==> src/rtl/lpi_mon_pkg.sv <==
package lpi_mon_pkg;
  typedef enum logic [1:0] {
    LC_IDLE  = 2'b00,
    LC_SLEEP = 2'b01,
    LC_DATA  = 2'b10,
    LC_RSVD  = 2'b11
  } line_code_e;

  typedef enum logic [2:0] {
    ST_ACTIVE,
    ST_SLEEP,
    ST_QUIET,
    ST_REFRESH,
    ST_WAKE
  } mon_state_e;

  localparam int IV_SLEEP   = 0;
  localparam int IV_QUIET   = 1;
  localparam int IV_REFRESH = 2;
  localparam int IV_WAKE    = 3;
  localparam int IV_NUM     = 4;
endpackage

==> src/rtl/lpi_sat_counter.sv <==
module lpi_sat_counter #(
  parameter int W = 16
) (
  input  logic         clk,
  input  logic         rst_n,
  input  logic         clr,
  input  logic         inc,
  output logic [W-1:0] value
);
  localparam logic [W-1:0] TOP = '1;

  always_ff @(posedge clk) begin
    if (!rst_n || clr)
      value <= '0;
    else if (inc && value != TOP)
      value <= value + 1'b1;
  end

  AST_VIOL_NO_WRAP: assert property (@(posedge clk) disable iff (!rst_n)
    (!clr && value == TOP) |=> value == TOP);
  AST_CLR_WINS: assert property (@(posedge clk) disable iff (!rst_n)
    clr |=> value == '0);
endmodule

==> src/rtl/lpi_interval_fsm.sv <==
module lpi_interval_fsm
  import lpi_mon_pkg::*;
#(
  parameter int CNT_W = 22
) (
  input  logic                 clk,
  input  logic                 rst_n,
  input  logic                 sig_det,
  input  logic [1:0]           line_code,
  output logic [IV_NUM-1:0]    close_fire,
  output logic [CNT_W-1:0]     close_len
);
  localparam logic [CNT_W-1:0] CNT_MAX = '1;
  localparam logic [CNT_W-1:0] CNT_ONE = CNT_W'(1);

  mon_state_e       state_q, state_d;
  logic [CNT_W-1:0] cnt_q, cnt_d, cnt_inc;
  logic             is_sleep, is_data;

  assign is_sleep  = (line_code == LC_SLEEP);
  assign is_data   = (line_code == LC_DATA);
  assign cnt_inc   = (cnt_q == CNT_MAX) ? cnt_q : cnt_q + 1'b1;
  assign close_len = cnt_q;

  always_comb begin
    state_d    = state_q;
    cnt_d      = cnt_q;
    close_fire = '0;
    unique case (state_q)
      ST_ACTIVE: begin
        if (sig_det && is_sleep) begin
          state_d = ST_SLEEP;
          cnt_d   = CNT_ONE;
        end
      end
      ST_SLEEP: begin
        if (!sig_det) begin
          close_fire[IV_SLEEP] = 1'b1;
          state_d = ST_QUIET;
          cnt_d   = CNT_ONE;
        end else if (is_sleep) begin
          cnt_d = cnt_inc;
        end else begin
          state_d = ST_ACTIVE;
        end
      end
      ST_QUIET: begin
        if (is_data) begin
          state_d = ST_ACTIVE;
        end else if (sig_det) begin
          close_fire[IV_QUIET] = 1'b1;
          state_d = is_sleep ? ST_REFRESH : ST_WAKE;
          cnt_d   = CNT_ONE;
        end else begin
          cnt_d = cnt_inc;
        end
      end
      ST_REFRESH: begin
        if (is_data) begin
          state_d = ST_ACTIVE;
        end else if (!sig_det) begin
          close_fire[IV_REFRESH] = 1'b1;
          state_d = ST_QUIET;
          cnt_d   = CNT_ONE;
        end else begin
          if (!is_sleep) state_d = ST_WAKE;
          cnt_d = cnt_inc;
        end
      end
      ST_WAKE: begin
        if (!sig_det) begin
          state_d = ST_ACTIVE;
        end else if (is_data) begin
          close_fire[IV_WAKE] = 1'b1;
          state_d = ST_ACTIVE;
        end else begin
          cnt_d = cnt_inc;
        end
      end
      default: state_d = ST_ACTIVE;
    endcase
  end

  always_ff @(posedge clk) begin
    if (!rst_n) begin
      state_q <= ST_ACTIVE;
      cnt_q   <= '0;
    end else begin
      state_q <= state_d;
      cnt_q   <= cnt_d;
    end
  end

  AST_QUIET_TRUNC: assert property (@(posedge clk) disable iff (!rst_n)
    (state_q == ST_QUIET && is_data) |=> state_q == ST_ACTIVE);
  AST_REFRESH_TRUNC: assert property (@(posedge clk) disable iff (!rst_n)
    (state_q == ST_REFRESH && is_data) |=> state_q == ST_ACTIVE);
  AST_LEN_NO_WRAP: assert property (@(posedge clk) disable iff (!rst_n)
    (cnt_q == CNT_MAX && state_d == state_q) |=> cnt_q == CNT_MAX);
  AST_WAKE_LOSS: assert property (@(posedge clk) disable iff (!rst_n)
    (state_q == ST_WAKE && !sig_det) |-> close_fire == '0);
endmodule

==> src/rtl/lpi_window_judge.sv <==
module lpi_window_judge #(
  parameter int CNT_W  = 22,
  parameter int VIO_W  = 16,
  parameter int LO     = 0,
  parameter int HI     = 1,
  parameter bit USE_HI = 1'b1
) (
  input  logic             clk,
  input  logic             rst_n,
  input  logic             fire,
  input  logic [CNT_W-1:0] len,
  input  logic             viol_clr,
  output logic [CNT_W-1:0] last_len,
  output logic             pass_p,
  output logic             fail_p,
  output logic [VIO_W-1:0] viol
);
  localparam logic [CNT_W-1:0] LO_C    = CNT_W'(LO);
  localparam logic [CNT_W-1:0] HI_C    = CNT_W'(HI);
  localparam logic [VIO_W-1:0] VIO_TOP = '1;

  logic in_win;
  assign in_win = (len > LO_C) && (!USE_HI || len < HI_C);

  always_ff @(posedge clk) begin
    if (!rst_n) begin
      last_len <= '0;
      pass_p   <= 1'b0;
      fail_p   <= 1'b0;
    end else begin
      if (fire) last_len <= len;
      pass_p <= fire && in_win;
      fail_p <= fire && !in_win;
    end
  end

  lpi_sat_counter #(.W(VIO_W)) u_viol (
    .clk   (clk),
    .rst_n (rst_n),
    .clr   (viol_clr),
    .inc   (fail_p),
    .value (viol)
  );

  AST_PASS_IN_WINDOW: assert property (@(posedge clk) disable iff (!rst_n)
    pass_p |-> (last_len > LO_C && (!USE_HI || last_len < HI_C)));
  AST_VERDICT_SINGLE: assert property (@(posedge clk) disable iff (!rst_n)
    (pass_p || fail_p) |=> !(pass_p || fail_p));
  AST_FAIL_COUNTED: assert property (@(posedge clk) disable iff (!rst_n)
    (fail_p && !viol_clr && viol != VIO_TOP) |=> viol == VIO_W'($past(viol) + 1'b1));
endmodule

==> src/rtl/lpi_interval_monitor.sv <==
module lpi_interval_monitor
  import lpi_mon_pkg::*;
#(
  parameter int CNT_W  = 22,
  parameter int VIO_W  = 16,
  parameter int TS_LO  = 25000,
  parameter int TS_HI  = 27500,
  parameter int TQ_LO  = 2500000,
  parameter int TQ_HI  = 2750000,
  parameter int TR_LO  = 25000,
  parameter int TR_HI  = 27500,
  parameter int TW_MIN = 3125
) (
  input  logic              clk,
  input  logic              rst_n,
  input  logic              sig_det,
  input  logic [1:0]        line_code,
  input  logic              viol_clr,
  output logic [CNT_W-1:0]  ts_len,
  output logic [CNT_W-1:0]  tq_len,
  output logic [CNT_W-1:0]  tr_len,
  output logic [CNT_W-1:0]  tw_len,
  output logic [3:0]        iv_pass,
  output logic [3:0]        iv_fail,
  output logic [VIO_W-1:0]  ts_viol,
  output logic [VIO_W-1:0]  tq_viol,
  output logic [VIO_W-1:0]  tr_viol,
  output logic [VIO_W-1:0]  tw_viol
);
  logic [IV_NUM-1:0] close_fire;
  logic [CNT_W-1:0]  close_len;
  logic [CNT_W-1:0]  last_arr [IV_NUM];
  logic [VIO_W-1:0]  viol_arr [IV_NUM];

  lpi_interval_fsm #(.CNT_W(CNT_W)) u_fsm (
    .clk        (clk),
    .rst_n      (rst_n),
    .sig_det    (sig_det),
    .line_code  (line_code),
    .close_fire (close_fire),
    .close_len  (close_len)
  );

  for (genvar i = 0; i < IV_NUM; i++) begin : g_judge
    localparam int LO_I = (i == IV_SLEEP) ? TS_LO :
                          (i == IV_QUIET) ? TQ_LO :
                          (i == IV_REFRESH) ? TR_LO : TW_MIN;
    localparam int HI_I = (i == IV_SLEEP) ? TS_HI :
                          (i == IV_QUIET) ? TQ_HI :
                          (i == IV_REFRESH) ? TR_HI : 0;
    localparam bit USE_HI_I = (i != IV_WAKE);

    lpi_window_judge #(
      .CNT_W  (CNT_W),
      .VIO_W  (VIO_W),
      .LO     (LO_I),
      .HI     (HI_I),
      .USE_HI (USE_HI_I)
    ) u_judge (
      .clk      (clk),
      .rst_n    (rst_n),
      .fire     (close_fire[i]),
      .len      (close_len),
      .viol_clr (viol_clr),
      .last_len (last_arr[i]),
      .pass_p   (iv_pass[i]),
      .fail_p   (iv_fail[i]),
      .viol     (viol_arr[i])
    );
  end

  assign ts_len  = last_arr[IV_SLEEP];
  assign tq_len  = last_arr[IV_QUIET];
  assign tr_len  = last_arr[IV_REFRESH];
  assign tw_len  = last_arr[IV_WAKE];
  assign ts_viol = viol_arr[IV_SLEEP];
  assign tq_viol = viol_arr[IV_QUIET];
  assign tr_viol = viol_arr[IV_REFRESH];
  assign tw_viol = viol_arr[IV_WAKE];

  AST_ONE_VERDICT: assert property (@(posedge clk) disable iff (!rst_n)
    $onehot0(iv_pass | iv_fail));
  AST_NO_DOUBLE_VERDICT: assert property (@(posedge clk) disable iff (!rst_n)
    (iv_pass & iv_fail) == 4'b0000);
endmodule

==> config.mk <==
export PLATFORM = sky130hd
export DESIGN_NAME = lpi_interval_monitor
export DESIGN_NICKNAME = d
export VERILOG_FILES = /design/src/rtl/lpi_mon_pkg.sv /design/src/rtl/lpi_sat_counter.sv /design/src/rtl/lpi_interval_fsm.sv /design/src/rtl/lpi_window_judge.sv /design/src/rtl/lpi_interval_monitor.sv
export SDC_FILE = /design/constraint.sdc
export NUM_CORES = 1
export LEC_CHECK = 0
export BUFFER_PORTS_ARGS = -buffer_cell sky130_fd_sc_hd__clkbuf_2
export CAP_MARGIN = 20
export CORE_MARGIN = 5
export CORE_UTILIZATION = 60
export CTS_BUF_LIST = sky130_fd_sc_hd__clkbuf_16
export DETAILED_ROUTE_END_ITERATION = 16
export HOLD_SLACK_MARGIN = 0.15
export PLACE_DENSITY = 0.95
export SLEW_MARGIN = 20
export SYNTH_ARGS = -nofsm -noshare
export SYNTH_HDL_FRONTEND = slang
export SYNTH_HIERARCHICAL = 1
export SYNTH_SLANG_ARGS = --single-unit
==> constraint.sdc <==
create_clock -name clk -period 3.6 [get_ports clk]
set_input_delay 0.36 -clock clk [delete_from_list [all_inputs] [get_ports clk]]
set_output_delay 0.36 -clock clk [all_outputs]
set_load 0.05 [all_outputs]
* Word-level counts from Yosys, hierarchy flattened
Cells that the tools add are included.
** Cells by class
- Add/subtract/negate cells :: 5
- Eq/ne operators :: 21
- Order comparisons :: 5
- Multiplexer cells :: 33
- Reduce and logical (&&, ||, !) cells :: 24
** Operator list (count)
- 2-to-1 mux 22 bit :: 10
- one-hot mux 22 bit (5 select lines) :: 1
- adder 16 x 1 -> 16 bit, second input constant :: 4
- != test 16 bit, second input constant :: 4
- 2-to-1 mux 3 bit :: 11
- adder 22 x 1 -> 22 bit, second input constant :: 1
- equality test 22 bit, second input constant :: 1
- > comparator 22 x 12 -> 1 bit, second input constant :: 1
- > comparator 22 x 15 -> 1 bit, second input constant :: 1
- > comparator 22 bit, second input constant :: 1
- < comparator 22 x 15 -> 1 bit, second input constant :: 1
- < comparator 22 bit, second input constant :: 1
- logical AND 1 bit :: 15
- one-hot mux 3 bit (5 select lines) :: 1
- 2-to-1 mux 1 bit :: 10
- != test 3 x 2 -> 1 bit, second input constant :: 3
- != test 2 bit, second input constant :: 4
- AND reduction 7 bit :: 1
- equality test 3 x 2 -> 1 bit, second input constant :: 2
- AND reduction 5 bit :: 1
- nonzero test 5 bit :: 1
- zero test 1 bit :: 4
- != test 4 bit, second input constant :: 1
- equality test 3 x 1 -> 1 bit, second input constant :: 1
- 7 further kinds :: 7
** Storage, ports and cells
- Word-level logic and storage cells :: 106
- Flip-flop bits (word level) :: 185
- Bits of input ports :: 6
- Output and inout port bits :: 160

* Depth between registers and ports, before layout
- Word-level depth :: 5
- Mapped depth :: 10
- Gate-level depth less buffers :: 8

* Cells and area by module
The synthesis kept the hierarchy.
** By module, submodules not included
- lpi_sat_counter :: seq. area each 320.3 um^2, area an instance 862.1 um^2, cells an instance 94, instances 4
- lpi_window_judge (g_judge[0].u_judge ...) :: seq. area each 480.5 um^2, area an instance 994.7 um^2, cells an instance 93, instances 2
- lpi_interval_fsm :: seq. area each 500.5 um^2, area an instance 1497.7 um^2, cells an instance 182, instances 1
- lpi_window_judge (g_judge[1].u_judge) :: seq. area each 480.5 um^2, area an instance 1049.8 um^2, cells an instance 101, instances 1
- lpi_window_judge (g_judge[3].u_judge) :: seq. area each 480.5 um^2, area an instance 959.7 um^2, cells an instance 85, instances 1

* Worst setup path after synthesis
No wires, ideal clock.
- Path type :: register -> register
- Start point :: register u_fsm.cnt_q[4], in the netlist u_fsm/close_len[4]
- End point :: register u_fsm.cnt_q[6], in the netlist u_fsm/close_len[6]
- Setup time :: 0.120 ns
- Slack :: 1.382 ns
- Stages on the path, launching flop included :: 8
- Period minus slack after synthesis :: 2.218 ns
- Data arrival time :: 2.099 ns
- Cell sequence :: dfxtp_1 -> nand4_2 -> or4_4 -> buf_6 -> nand2b_4 -> nand2_1 -> nor4_1 -> o31a_1
** On the way
- Longest elaborated chain between the ends :: 5
- Elaborated cells on any way between the ends :: 12
** RTL lines
- from (decl) :: line lpi_interval_fsm.sv:17 : logic [CNT_W-1:0] cnt_q, cnt_d, cnt_inc;
- from (signal assigned) :: line lpi_interval_fsm.sv:90 : cnt_q <= cnt_d;
- adder 22 x 1 -> 22 bit or equality test 22 bit (tied branches) :: line lpi_interval_fsm.sv:22 : assign cnt_inc = (cnt_q == CNT_MAX) ? cnt_q : cnt_q + 1'b1;
- 2-to-1 mux 22 bit * :: line lpi_interval_fsm.sv:22
- 2-to-1 mux 22 bit, on equally long branches (2 in series)
- one-hot mux 22 bit (5 select lines) * :: line lpi_interval_fsm.sv:29 : unique case (state_q)
Every way passes the cells marked *; elsewhere a longest branch is shown, timed or not. The select of a mux whose other input is x is not followed.
A chain may end at the register's enable or synchronous reset.

* Worst setup path after layout
- Start point :: register u_fsm.cnt_q[4], in the netlist u_fsm/close_len[4]
- End point :: register u_fsm.cnt_q[21], in the netlist u_fsm/close_len[21]
Same word-level chain as after synthesis.

==> run summary <==
Initial Util -> 61.3%
Syn. warnings -> 6
GPL Wtd Cong -> 0.908
Slew Viols, Final -> 0
Hpwl dp -> 16,700 um
Max IR drop VDD -> 0.373 mV
Routed len/inst -> 19.1 um
Number of H-tree levels -> 4
Final Total Pwr -> 0.00418 W
Worst hold margin -> 0.448 ns
Clk_lat worst skew -> 0.43 ns
Final core utilization -> 72.3%
CTS Buf Count -> 17
Clock sink count -> 185
Tmin final -> 2.64 ns
Crit. End Element -> flip-flop
CP Data Arrival Time -> 2.96 ns
Area growth from synthesis to final layout -> 18.0%
Final wirelength -> 24,600 um
Pwr per Cell Area -> 396 nW/um^2
Synth Area per Inst -> 9.62 um^2
Number of synthesized flops with an enable pin -> 0
I/O Pins -> 166
FMAX -> 0.379 GHz
Number of I/O port buffers -> 165
Vias per Instance -> 6.44
Antenna fix cells -> 0
Hold buffers post-CTS -> 0
GRT Overall Usage -> 26.6%
FF+latch count, synth -> 185
Commonest non-fill, non-tap cell in the layout -> dfxtp_1
Chip width -> 132 um
Clk buf depth -> 2
Most frequent cells in the layout -> 185 x dfxtp_1, 165 x clkbuf_2, 97 x nor2b_1
Post-route antenna net violation count -> 0
Critical path's slowest cell -> dfxtp_1
Mapped Area -> 8940 um^2
CP Launch Type -> flip-flop
HP Class -> in -> reg
Final setup fails -> 0
Post-CTS sizing -> 0
Clk_skew -> 0.0107 ns
Initial DRC Count -> 857
Final hold violations -> 0
Via count -> 8,289
Cell variety after synth -> 65
Final nets -> 1,105
Number of global-route vias before repair -> 7,667
P_leak -> 3.87 nW
Fin Setup TNS -> 0 ns
Fin crit share -> 73.4%
Postcts setup bufs -> 0
Crit path cell chain -> nand4_2, nor4_1, nor4b_1, a31oi_1, nor2_1, nor3b_1
Critical path's largest stage delay -> 0.80 ns
RSZ-0062 raised after global routing -> no
Drt pass-1 iters -> 5
Slew headroom -> 45.0%
Worst-margin pin slew -> 0.824 ns
Top cell type's share of synthesized area -> 41.4%
Largest area contributor in the netlist -> dfxtp_1
Initial antenna violation count -> 0
Core area -> 14,600 um^2
DP Cell Count -> 1,256
Share of layout cells above drive strength 1 -> 23.3%
Outcome -> complete, no violations
Global-route wire length before repair -> 38,800 um
Max Cap Viol -> 0
Fin cells -> 1,288
Clock Pin Slew Worst Setup and Hold Paths -> 0.07 ns
Most used DFF post-synth -> dfxtp_1
Critical path class -> reg -> reg
Sequential area share after synthesis -> 41.4%
Async SR Flop Fraction -> 0%
CP required -> 3.92 ns
Largest net degree at the start of global routing -> 43
Grt total ovfl -> 0
Synth area leaders -> dfxtp_1 41%, mux2i_1 10%, nor2b_1 6.8%
Root Driver -> clkbuf_16
Cells after synthesis -> 930
CP Max Fanout -> 19
Die area -> 17,500 um^2
Number of remaining DRC errors -> 0
# rows -> 44
Die H -> 132 um
CTS tree -> yes
Syn nets -> 944
-- report_power, final --
group	internal (W)	switching (W)
registers	0.00205	0.0000180
logic	0.0000497	0.0000872
clock network	0.00116	0.000813
-- cell type report --
cell class / instances / area (um^2)
clock buffers: 17 / 425
clock inverters: 15 / 194
fillers: 1081 / 4040
inverters: 10 / 37.5
multi-input cells: 699 / 5040
flip-flops and latches: 185 / 3700
well taps: 184 / 230
repair buffers: 178 / 923
-- layer usage --
metal | global-route usage (%) | share of wire, %
met1 | 34.0 | 41
met2 | 42.1 | 46
met3 | 7.60 | 9.8
met4 | 11.8 | 3.5
met5 | 0 | 0
-- path summary, 6_finish.rpt --
kind	from	end	slack, ns	cells past startpoint
hold / removal	sig_det	u_fsm/state_q[1]	0.45	4
hold reg to reg	g_judge[0].u_judge/u_viol/value[1]	g_judge[0].u_judge/u_viol/value[1]	0.51	2
setup reg to reg	u_fsm/close_len[4]	u_fsm/close_len[21]	0.96	6
setup / recovery	u_fsm/close_len[4]	u_fsm/close_len[21]	0.96	6
-- through the flow --
step	setup WS, ns	cell area [um^2]
4_1_cts	1.09	10600
6_report	0.959	10600
3_3_place_gp	1.18	9930
3_5_place_dp	1.13	9930
5_1_grt	0.830	10600
2_1_floorplan	1.38	8940
-- synth_stat cells (all sizes together) (12+ instances only) --
cell type and instances:
or4 22, nor4 20, o311ai 12, mux2i 91, nand4 36, clkbuf 21, o31ai 17, nor2b 97
dfxtp 185, nor3 21, a31oi 22, nand3 33, buf 15, and2 12, a21oi 34, o21ai 35
nand2 58, o41ai 16, and4 25, nor2 36
-- flip-flops by register name, summed over array words and instances, names as in the netlist --
signal                        count
g_judge.u_judge/last_len         88
g_judge.u_judge/fail_p            4
u_fsm/state_q                     3
g_judge.u_judge/u_viol/value     64
g_judge.u_judge/pass_p            4
u_fsm/close_len                  22
-- logic make-up (layout without fill, tap and decap cells) --
group / after synthesis / count (layout) / share of synthesized area [%]
AOI/OAI and AO/OA: 170 / 170 / 13.2
xor gates and xnor gates: 18 / 18 / 1.76
adders and majority gates: 8 / 8 / 1.12
buffers and inverters: 46 / 220 / 2.41
DFF: 185 / 185 / 41.4
muxes: 91 / 91 / 10.2
and+or+nand+nor: 412 / 412 / 29.9
-- critical path: cells and delay by family, from the launching register on --
kind               cells  cell delay, ns
AOI/OAI and AO/OA      1            0.16
DFF                    1            0.80
and+or+nand+nor        5            1.57
(Power assumes the default switching activity.)
